$ cat src/rtl/cmdq_trig_pkg.sv
package cmdq_trig_pkg;
  typedef enum logic [1:0] {
    MODE_SW    = 2'd0,
    MODE_EDGE  = 2'd1,
    MODE_LEVEL = 2'd2,
    MODE_OFF   = 2'd3
  } trig_mode_e;

  typedef enum logic [1:0] {
    ST_IDLE = 2'd0,
    ST_WAIT = 2'd1,
    ST_TRIG = 2'd2
  } q_state_e;
endpackage

$ cat src/rtl/cmdq_trig_sync.sv
module cmdq_trig_sync #(
  parameter int STAGES = 2
) (
  input  logic clk,
  input  logic rst,
  input  logic din,
  output logic lvl,
  output logic rise,
  output logic fall
);
  // sh[STAGES-1] is the synchronized level, sh[STAGES] its previous value
  logic [STAGES:0] sh;

  always_ff @(posedge clk) begin
    if (rst) sh <= '0;
    else     sh <= {sh[STAGES-1:0], din};
  end

  assign lvl  = sh[STAGES-1];
  assign rise = sh[STAGES-1] & ~sh[STAGES];
  assign fall = ~sh[STAGES-1] & sh[STAGES];
endmodule

$ cat src/rtl/cmdq_trig_fsm.sv
module cmdq_trig_fsm
  import cmdq_trig_pkg::*;
(
  input  logic       clk,
  input  logic       rst,
  input  logic       enable,
  input  trig_mode_e mode,
  input  logic       sw_trig,
  input  logic       edge_evt,
  input  logic       gate_open,
  input  logic       link_busy,
  input  logic       link_done,
  output q_state_e   state,
  output logic       cmd_req,
  output logic       null_req,
  output logic       ovr_set
);
  trig_mode_e mode_q;
  q_state_e   nxt;
  logic       closed_seen, closed_nxt;
  logic       mode_ok;

  always_comb begin
    nxt        = state;
    closed_nxt = closed_seen;
    ovr_set    = 1'b0;
    mode_ok    = enable && (mode == mode_q) && (mode != MODE_OFF);
    if (!mode_ok) begin
      nxt        = ST_IDLE;
      closed_nxt = 1'b0;
    end else begin
      unique case (state)
        ST_IDLE: nxt = ST_WAIT;
        ST_WAIT: begin
          closed_nxt = 1'b0;
          unique case (mode)
            MODE_SW:    if (sw_trig)   nxt = ST_TRIG;
            MODE_EDGE:  if (edge_evt)  nxt = ST_TRIG;
            MODE_LEVEL: if (gate_open) nxt = ST_TRIG;
            default:    nxt = ST_IDLE;
          endcase
        end
        ST_TRIG: begin
          unique case (mode)
            MODE_SW: if (link_done) nxt = ST_WAIT;
            MODE_EDGE: begin
              if (edge_evt)  ovr_set = 1'b1;
              if (link_done) nxt = ST_WAIT;
            end
            MODE_LEVEL: begin
              if (link_done) begin
                // deferred closure resolves at the end of the transfer
                if (closed_seen || !gate_open) nxt = ST_WAIT;
                closed_nxt = 1'b0;
              end else if (link_busy) begin
                if (!gate_open) closed_nxt = 1'b1;
                else if (closed_seen) begin
                  ovr_set    = 1'b1;
                  closed_nxt = 1'b0;
                end
              end else if (!gate_open) begin
                nxt = ST_WAIT;
              end
            end
            default: nxt = ST_IDLE;
          endcase
        end
        default: nxt = ST_IDLE;
      endcase
    end
  end

  always_ff @(posedge clk) begin
    if (rst) begin
      mode_q      <= MODE_SW;
      state       <= ST_IDLE;
      closed_seen <= 1'b0;
      cmd_req     <= 1'b0;
      null_req    <= 1'b0;
    end else begin
      mode_q      <= mode;
      state       <= nxt;
      closed_seen <= closed_nxt;
      cmd_req     <= (nxt == ST_TRIG) && !link_busy;
      null_req    <= mode_ok && (mode == MODE_LEVEL) && (nxt == ST_WAIT) && !link_busy;
    end
  end
endmodule

$ cat src/rtl/cmdq_trig_ovr.sv
module cmdq_trig_ovr (
  input  logic clk,
  input  logic rst,
  input  logic ovr_set,
  input  logic ovr_clr,
  input  logic ovr_ie,
  output logic ovr_flag,
  output logic irq
);
  logic flag_nxt;

  always_comb begin
    flag_nxt = ovr_flag;
    if (ovr_clr) flag_nxt = 1'b0;
    if (ovr_set) flag_nxt = 1'b1;
  end

  always_ff @(posedge clk) begin
    if (rst) begin
      ovr_flag <= 1'b0;
      irq      <= 1'b0;
    end else begin
      ovr_flag <= flag_nxt;
      irq      <= flag_nxt & ovr_ie;
    end
  end
endmodule

$ cat src/rtl/cmdq_trig_ctrl.sv
module cmdq_trig_ctrl
  import cmdq_trig_pkg::*;
#(
  parameter int SYNC_STAGES = 2
) (
  input  logic       clk,
  input  logic       rst,
  input  logic       enable,
  input  logic [1:0] mode,
  input  logic       edge_fall,
  input  logic       ext_trig,
  input  logic       sw_trig,
  input  logic       ovr_ie,
  input  logic       ovr_clr,
  input  logic       link_busy,
  input  logic       link_done,
  output logic [1:0] q_state,
  output logic       cmd_req,
  output logic       null_req,
  output logic       ovr_flag,
  output logic       irq
);
  logic     pin_lvl, pin_rise, pin_fall;
  logic     edge_evt, ovr_set;
  q_state_e st;

  cmdq_trig_sync #(.STAGES(SYNC_STAGES)) u_sync (
    .clk(clk), .rst(rst), .din(ext_trig),
    .lvl(pin_lvl), .rise(pin_rise), .fall(pin_fall)
  );

  assign edge_evt = edge_fall ? pin_fall : pin_rise;

  cmdq_trig_fsm u_fsm (
    .clk(clk), .rst(rst), .enable(enable), .mode(trig_mode_e'(mode)),
    .sw_trig(sw_trig), .edge_evt(edge_evt), .gate_open(!pin_lvl),
    .link_busy(link_busy), .link_done(link_done),
    .state(st), .cmd_req(cmd_req), .null_req(null_req), .ovr_set(ovr_set)
  );

  cmdq_trig_ovr u_ovr (
    .clk(clk), .rst(rst), .ovr_set(ovr_set), .ovr_clr(ovr_clr),
    .ovr_ie(ovr_ie), .ovr_flag(ovr_flag), .irq(irq)
  );

  assign q_state = st;
endmodule

$ cat config.mk
export PLATFORM = sky130hd
export DESIGN_NAME = cmdq_trig_ctrl
export DESIGN_NICKNAME = d
export VERILOG_FILES = /design/src/rtl/cmdq_trig_pkg.sv /design/src/rtl/cmdq_trig_sync.sv /design/src/rtl/cmdq_trig_fsm.sv /design/src/rtl/cmdq_trig_ovr.sv /design/src/rtl/cmdq_trig_ctrl.sv
export SDC_FILE = /design/constraint.sdc
export NUM_CORES = 1
export LEC_CHECK = 0
export BUFFER_PORTS_ARGS = -buffer_cell sky130_fd_sc_hd__buf_2
export CAP_MARGIN = 10
export CORE_ASPECT_RATIO = 0.9
export CORE_UTILIZATION = 45
export CTS_BUF_LIST = sky130_fd_sc_hd__clkbuf_4
export DETAILED_ROUTE_END_ITERATION = 6
export MAX_ROUTING_LAYER = met4
export PLACE_DENSITY = 0.7
export SYNTH_ARGS = -nofsm -noshare
export SYNTH_HDL_FRONTEND = slang
export SYNTH_SLANG_ARGS = --single-unit
$ cat constraint.sdc
create_clock -name clk -period 2.22 [get_ports clk]
set_input_delay 0.666 -clock clk [delete_from_list [all_inputs] [get_ports clk]]
set_output_delay 0.666 -clock clk [all_outputs]
set_load 0.01 [all_outputs]
== Yosys cells after proc, flatten, opt, wreduce, memory -nomap -nowiden ==
Cells that the tools add are included.
Cells by class
  eq/ne operators: 10
  muxes and demuxes: 28
  bitwise logic cells: 6
  reduce and logical (&&, ||, !) cells: 14
Operator list (number)
  $mux W2: 9
  $mux W1: 14
  $pmux W2 S3: 2
  $eq A2 B1 Y1 const B: 3
  $eq A2 B2 Y1 const B: 3
  $logic_and A1 B1 Y1: 6
  $logic_not A2 Y1: 2
  $pmux W1 S2: 2
  $pmux W2 S2: 1
  $reduce_or A2 Y1: 2
  $and A1 B1 Y1: 3
  $ne A3 B3 Y1 const B: 1
  $not A1 Y1: 3
  $reduce_and A3 Y1: 1
  $eq A2 B2 Y1: 1
  $ne A2 B1 Y1 const B: 1
  $ne A2 B2 Y1 const B: 1
  $reduce_bool A2 Y1: 1
  $logic_not A1 Y1: 1
  $logic_or A1 B1 Y1: 1
Word-level totals
  register bits: 12
  logic and storage cells: 66
  bits of input ports: 12

== Longest topological paths before layout ==
Gate-level depths: netlist (run 1).
  word-level depth: 10
  mapped depth: 6
  gate-level depth less buffers: 6

== Hierarchy ==
From an unflattened synthesis (run 1), not the netlist that was laid out.
Unflattened totals
  cells, all modules: 75
  area total of the unflattened synthesis: 680.7 um^2
Modules (own cells, without submodules)
  cmdq_trig_fsm: cells an instance 58, times used 1, area an instance 496.7 um^2, sequential area each 140.1 um^2
  cmdq_trig_sync: cells an instance 8, times used 1, area an instance 91.3 um^2, sequential area each 60.1 um^2
  cmdq_trig_ovr: cells an instance 7, times used 1, area an instance 73.8 um^2, sequential area each 40.0 um^2
  cmdq_trig_ctrl: cells an instance 2, times used 1, area an instance 18.8 um^2, sequential area each 0.0 um^2

== Least setup slack after synthesis (run 1) ==
OpenSTA, ideal clock, no wires.
  kind: input-to-reg
  start point: input mode[0]
  end point: register u_fsm.null_req
  path buffers: 0
  setup slack: 385 ps
  setup time: 88 ps
  stages: 6
  data required time: 2132 ps
  data arrival time: 1747 ps
  cells stage by stage: inv_1 ha_1 or2b_1 nand4_1 a32o_2 nor4_2
Between the ends
  longest elaborated chain between the ends: 8
Ends and longest elaborated chain
  from (decl): line cmdq_trig_ctrl.sv:9  | input logic [1:0] mode,
  $eq A2 B1 Y1 / $logic_not A2 Y1 (equally long branches): line cmdq_trig_fsm.sv:36, cmdq_trig_fsm.sv:44
  $reduce_or A2 Y1 (no source line)
  $pmux W2 S2: line cmdq_trig_fsm.sv:44  | unique case (mode)
  $pmux W2 S3: line cmdq_trig_fsm.sv:32  | unique case (state)
  $mux W2: line cmdq_trig_fsm.sv:28  | if (!mode_ok) begin
  $eq A2 B1 Y1: line cmdq_trig_fsm.sv:85  | null_req <= mode_ok && (mode == MODE_LEVEL) && (nxt == ST_WAIT) && !link_busy;
  $logic_and A1 B1 Y1 * (2 in series): line cmdq_trig_fsm.sv:85
  to (signal assigned): line cmdq_trig_fsm.sv:85
  to (decl): line cmdq_trig_fsm.sv:15  | output logic null_req,
Every way passes the cells marked *; elsewhere a longest branch is shown, timed or not.
A chain may end at the register's enable or synchronous reset.

== Final worst setup path (run 1) ==
Same ends and word-level chain as after synthesis.

==> run metrics, run 1 <==
status=complete, no violations; yosys warns=0; # nets final=113; fill cell count=135; area delta synth->final=17.7%; initial antenna violation count=0; final std cells w/o fill=111; clock network fraction of total power=0.327; Net Sw Frac=0.257; critical path class=in2reg; vias after detailed routing=621; CP Max Fanout=8; crit end category=register; post-route ant nets=0; sequential area share after synthesis=0.346; IO Port Bufs=17; Critical Path RT=2.40 ns; FP Rows=13; CTS tree=done; final hold slack=0.445 ns; cts hold-fix bufs=0; Netlist Area Pre-Place=694 µm²; DR pass1 iterations=4; Static Leak=0.000374 µW; Max-Cap Viols=0; routed wl met2=641 µm; Post-synth EDFFs=0; Initial Util=0.480; Max Used Layer=met4; Synthesized Nets=92; Comb power frac=0.138; Core Area=0.00145 mm²; Reg clk slew, reported paths=0.07 ns; Max Fclk=534 MHz; ys flop type=dfxtp_1; Resized Gates After CTS=0; Mean Syn Cell Area=9.14 µm²; HP Class=reg2reg; fin. max-slew vios=0; RSZ-0062 raised after global routing=no; Setup Skew=0.00315 ns; FFs w/ async S/R, synth=0; Worst-Skew Late Latency=0.27 ns; Period minus WS final=1.87 ns; Worst Max-Slew Pin Slew=0.403 ns; Cell variety after synth=35; Die Footprint=0.00170 mm²; Max clock buf depth=2; startpoint types=input pin; met3 wire length=98 µm; Max-slew headroom=0.729; clock buffer count from CTS=3; grt total ovfl=0; crit share post-route=0.844; Sinks on Clock Net=12; final WL=1430 µm; H-Tree Depth=1; worst vdd ir=0.302 mV; P_int=311 µW; final hold viol count=0; routability cong.=0.942; first-pass GRT wire length=2230 µm; flops & latches, synth=12; Die W=43.4 µm; share of cells above drive strength 1=0.281; placed insts=107; met1 WL=676 µm; vias per inst=5.59; setup repair bufs after CTS=0; Cells after Synth=76; WL/cell=12.8 µm; GRT Total Usage=0.192; PD cells=513 mW/mm²; Die Y=39.3 µm; post-route setup TNS=0 ns; Top Ports=18; final setup fails=0; dpl hpwl=1080 µm; Worst EP arrival=2.05 ns; Flop pwr share=0.535; P_sw=108 µW; Iteration-0 DRC Markers=11; vias in the first global route=514; Core Util, Final=0.564; n_diodes=0; DRC Markers=0; largest net degree at the start of global routing=12; Root Buffer=clkbuf_4
final cells by class:
cell class                 count  area [µm²]  area share
clock buffer                   3        22.5      0.0276
clock inverter                 1        3.75     0.00459
inverter                       5        18.8      0.0230
multi-input combinational     57         420       0.515
sequential                    12         240       0.294
tap                           15        18.8      0.0230
timing repair buffer          18        92.6       0.113
final timing paths:
kind                                   start        endpoint  slack (ns)  cells after the start
worst min register to register  u_sync.sh[0]    u_sync.sh[1]        0.44                      1
worst max register to register  u_sync.sh[1]  u_fsm.null_req        0.77                      4
worst min-delay path            u_sync.sh[0]    u_sync.sh[1]        0.44                      1
worst max-delay path                 mode[0]  u_fsm.null_req        0.35                      7
worst max-delay path: stages:
cell and delay [ns]:
buf_2 0.12, inv_1 0.08, ha_1 0.29, or2b_1 0.21, nand4_1 0.11, a32o_2 0.31
nor4_2 0.27
through the flow:
step / power, µW / setup slack [ns] / area [µm²]
after detailed placement: 287 / 0.0707 / 791
after global routing: 441 / 0.278 / 817
after CTS: 422 / 0.347 / 817
final: 419 / 0.346 / 817
after global placement: 285 / 0.100 / 791
after floorplan: 264 / 0.385 / 694
metal layers:
layer	GRT usage	vias to the layer above
met4	0.102	0
met1	0.226	282
li1	-	310
met5	-	-
met2	0.299	27
met3	0.0599	2
power by group through the flow:
stage          combinational [µW]  sequential (µW)  clock [µW]
2_1_floorplan                36.0              228           0
3_3_place_gp                 55.8              229           0
3_5_place_dp                 57.3              229           0
4_1_cts                      57.5              224         141
5_1_grt                      62.5              225         154
6_report                     57.8              224         137
cell usage after synthesis (all sizes together) (2+ instances only):
master   n  area share
nor3     2       0.014
a21oi    3       0.022
nand4b   2       0.025
nor4     2       0.027
ha       4       0.072
nand2b   5       0.045
o21ai    4       0.029
xor2     2       0.025
dfxtp   12        0.35
nand2    3       0.016
nor2b    6       0.065
nor3b    2       0.029
nor2     6       0.032
inv      5       0.027
o211ai   2       0.022
registers in the layout, summed over array words and instances, names as in the netlist:
register	cells
u_sync.sh	3
u_ovr.ovr_flag	1
u_fsm.null_req	1
u_fsm.cmd_req	1
u_fsm.state	2
u_fsm.closed_seen	1
u_ovr.irq	1
u_fsm.mode_q	2
logic make-up after synthesis:
logic type                 after synthesis  share of synthesized area
DFF                                     12                      0.346
and+or+nand+nor                         35                      0.332
xor gates and xnor gates                 2                     0.0252
buffers and inverters                    7                     0.0486
AOI/OAI and AO/OA                       16                      0.177
adders and majority gates                4                     0.0721
placed cells by master (no fill, tap or decap), types with 2 or more instances in the layout:
cell	count
a21oi_1	3
buf_2	17
clkbuf_4	3
dfxtp_1	12
ha_1	4
inv_1	5
nand2_1	3
nand2b_1	5
nand4b_1	2
nor2_1	6
nor2b_1	5
nor3_1	2
o211ai_1	2
o21ai_0	3
xor2_1	2
Note: power is estimated with default switching activity, not from simulation.
==> run 2: changes to the inputs <==
PLACE_DENSITY = 0.72   (was 0.7)
clock period = 1.6 ns   (was 2.22 ns; I/O delays follow)
==> run 2 against run 1 <==
The run now ends with design-rule violations left. Global-route usage is 2.1 points higher. Critical path type unchanged. Total power rose by 44%. Via count grew 3.7%. Core utilization grew 5.9 points. Largest cell class unchanged. Flip-flop and latch count is the same. Worst hold slack got worse by 0.032 ns.
==> run metrics, run 2 (synthesized netlist as in run 1, its figures left out) <==
Min-Delay Startpoint=ext_trig; Iteration-0 DRC Markers=16 (+5); commonest non-fill, non-tap cell in the layout=buf_2; critical path's slowest cell=a32o_2; Period minus WS final=1.50 ns; # nets final=121 (+7.1%); Comb power frac=0.162 (+0.024); Largest register FFs=3 (unchanged); H-Tree Depth=1 (unchanged); setup repair bufs after CTS=0 (unchanged); post-route ant nets=0 (unchanged); HP Class=in2reg; FF-to-FF Start=u_sync.sh[1]; GRT Total Usage=0.213 (+0.0209); Top Registers=u_sync.sh: 3 flops, u_fsm.mode_q: 2 flops, u_fsm.state: 2 flops; Sinks on Clock Net=12 (unchanged); P_int=445 µW (+43%); CP Max Fanout=5 (-3); Max-slew headroom=0.743 (+0.0149); P_sw=157 µW (+46%); first-pass GRT wire length=2440 µm (+9.6%); Reg clk slew, reported paths=0.07 ns (about the same); max incr delay on CP=0.30 ns (about the same); crit end category=register; WL/cell=13.0 µm (+1.2%); crit share post-route=0.940; clock network fraction of total power=0.320 (-0.007); final setup fails=0 (unchanged); PD cells=666 mW/mm² (+30%); total power=601 µW (+44%); clock buffer count from CTS=3 (unchanged); fin. max-slew vios=0 (unchanged); Critical Path RT=1.79 ns (-0.61 ns); initial antenna violation count=0 (unchanged); IO Port Bufs=17 (unchanged); DR pass1 iterations=6 (+2); Die W=43.4 µm (unchanged); CTS tree=done; Net Sw Frac=0.260 (+0.00360); Top reg by flops=u_sync.sh; Worst-Skew Late Latency=0.27 ns (about the same); final WL=1550 µm (+8.5%); Setup Skew=0.00286 ns (-0.000294 ns); final hold viol count=0 (unchanged); Placement Cell Area=853 µm² (+7.9%); Max-Cap Viols=0 (unchanged); Worst EP arrival=1.69 ns (-0.36 ns); startpoint types=input pin; Final Cell Area=902 µm² (+10%); Flop pwr share=0.519 (-0.016); critical path class=in2reg; worst vdd ir=0.568 mV (+88%); largest net degree at the start of global routing=12 (unchanged); Max Fclk=665 MHz; Initial Util=0.480 (unchanged); Top Ports=18 (unchanged); worst setup path start=mode[1]; vias in the first global route=602 (+17%); fill cell count=121 (-10%); Worst Max-Slew Pin Slew=0.381 ns (-0.0221 ns); n_diodes=0 (unchanged); Die Footprint=0.00170 mm² (unchanged); vias per inst=5.41 (-3.3%); Critical Path, Cell by Cell=buf_2, inv_1, ha_2, nand4bb_1, nand4_1, a32o_2, nor4_2; dpl hpwl=1190 µm (+10%); Max clock buf depth=2 (unchanged); area delta synth->final=29.9%; Root Buffer=clkbuf_4; Die Y=39.3 µm (unchanged); routability cong.=0.848 (-10%); commonest non-fill, non-tap cells in the layout=buf_2, dfxtp_1, buf_4, nor2_1; DRC Markers=2 (+2); RSZ-0062 raised after global routing=no; Static Leak=0.000409 µW (+9.2%); status=finished, violations left; vias after detailed routing=644 (+3.7%); failing checks=design-rule violations; final hold slack=0.413 ns (-0.0318 ns); grt total ovfl=0 (unchanged); share of cells above drive strength 1=0.385 (+0.103); FP Rows=13 (unchanged); Core Area=0.00145 mm² (unchanged)
==> run 2: changes by cell type in the layout (fill, tap and decap cells not counted) <==
| cell | change |
|---|---|
| buf_4 | +8 |
| ha_1 | -3 |
| ha_2 | +2 |
| ha_4 | +1 |
| inv_1 | -1 |
| inv_2 | +1 |
| xor2_1 | -1 |
| xor2_2 | +1 |
==> run 2: final timing paths <==
| kind | end | slack (ns) | cells after the start |
|---|---|---|---|
| worst min-delay path | u_sync.sh[0] | 0.41 | 2 |
| worst max register to register | u_fsm.null_req | 0.18 | 4 |
| worst min register to register | u_sync.sh[1] | 0.45 | 1 |
| worst max-delay path | u_fsm.null_req | 0.1 | 7 |
==> run 2: metrics by stage <==
step           setup WS, ns  cells  utilization  TNS, ns
2_1_floorplan        0.0108     76            -        0
3_3_place_gp         -0.224    115        0.589    -1.02
3_5_place_dp         -0.230    115        0.589    -1.06
4_1_cts              0.0492    119        0.608        0
5_1_grt             0.00978    119        0.623        0
6_report             0.0967    119        0.623        0
==> run 2: critical path, delay by kind of cell <==
family | cells | cell delay [ns]
and+or+nand+nor | 3 | 0.48
AOI/OAI and AO/OA | 1 | 0.30
buffers and inverters | 2 | 0.22
adders and majority gates | 1 | 0.21
==> run 2: cell type report <==
| type | instances | area [µm²] | share of cell area |
|---|---|---|---|
| multi-input cells | 57 | 445 | 0.494 |
| flip-flops and latches | 12 | 240 | 0.266 |
| clock inverters | 1 | 3.75 | 0.00416 |
| well taps | 15 | 18.8 | 0.0208 |
| clock buffers | 3 | 22.5 | 0.0250 |
| inverters | 5 | 18.8 | 0.0208 |
| repair buffers | 26 | 153 | 0.169 |
==> run 2: timing repair <==
item,in CTS,in global routing
gates resized for setup,0,5
hold buffers,0,0
endpoints found under the setup margin,0,3
==> run 2: per-layer routing <==
metal  share of wire  vias up  GRT usage
li1                -      326          -
met1            0.45      293      0.235
met2            0.49       23      0.341
met3           0.052        2     0.0553
met4          0.0097        0      0.156
met5               0        -          -
==> run 2: power groups by stage <==
stage	logic (µW)	registers, µW	clock network, µW
detailed placement	91.5	319	0
floorplan	50.2	316	0
CTS	91.9	311	203
global placement	89.4	318	0
finish	97.2	312	192
global route	107	313	211
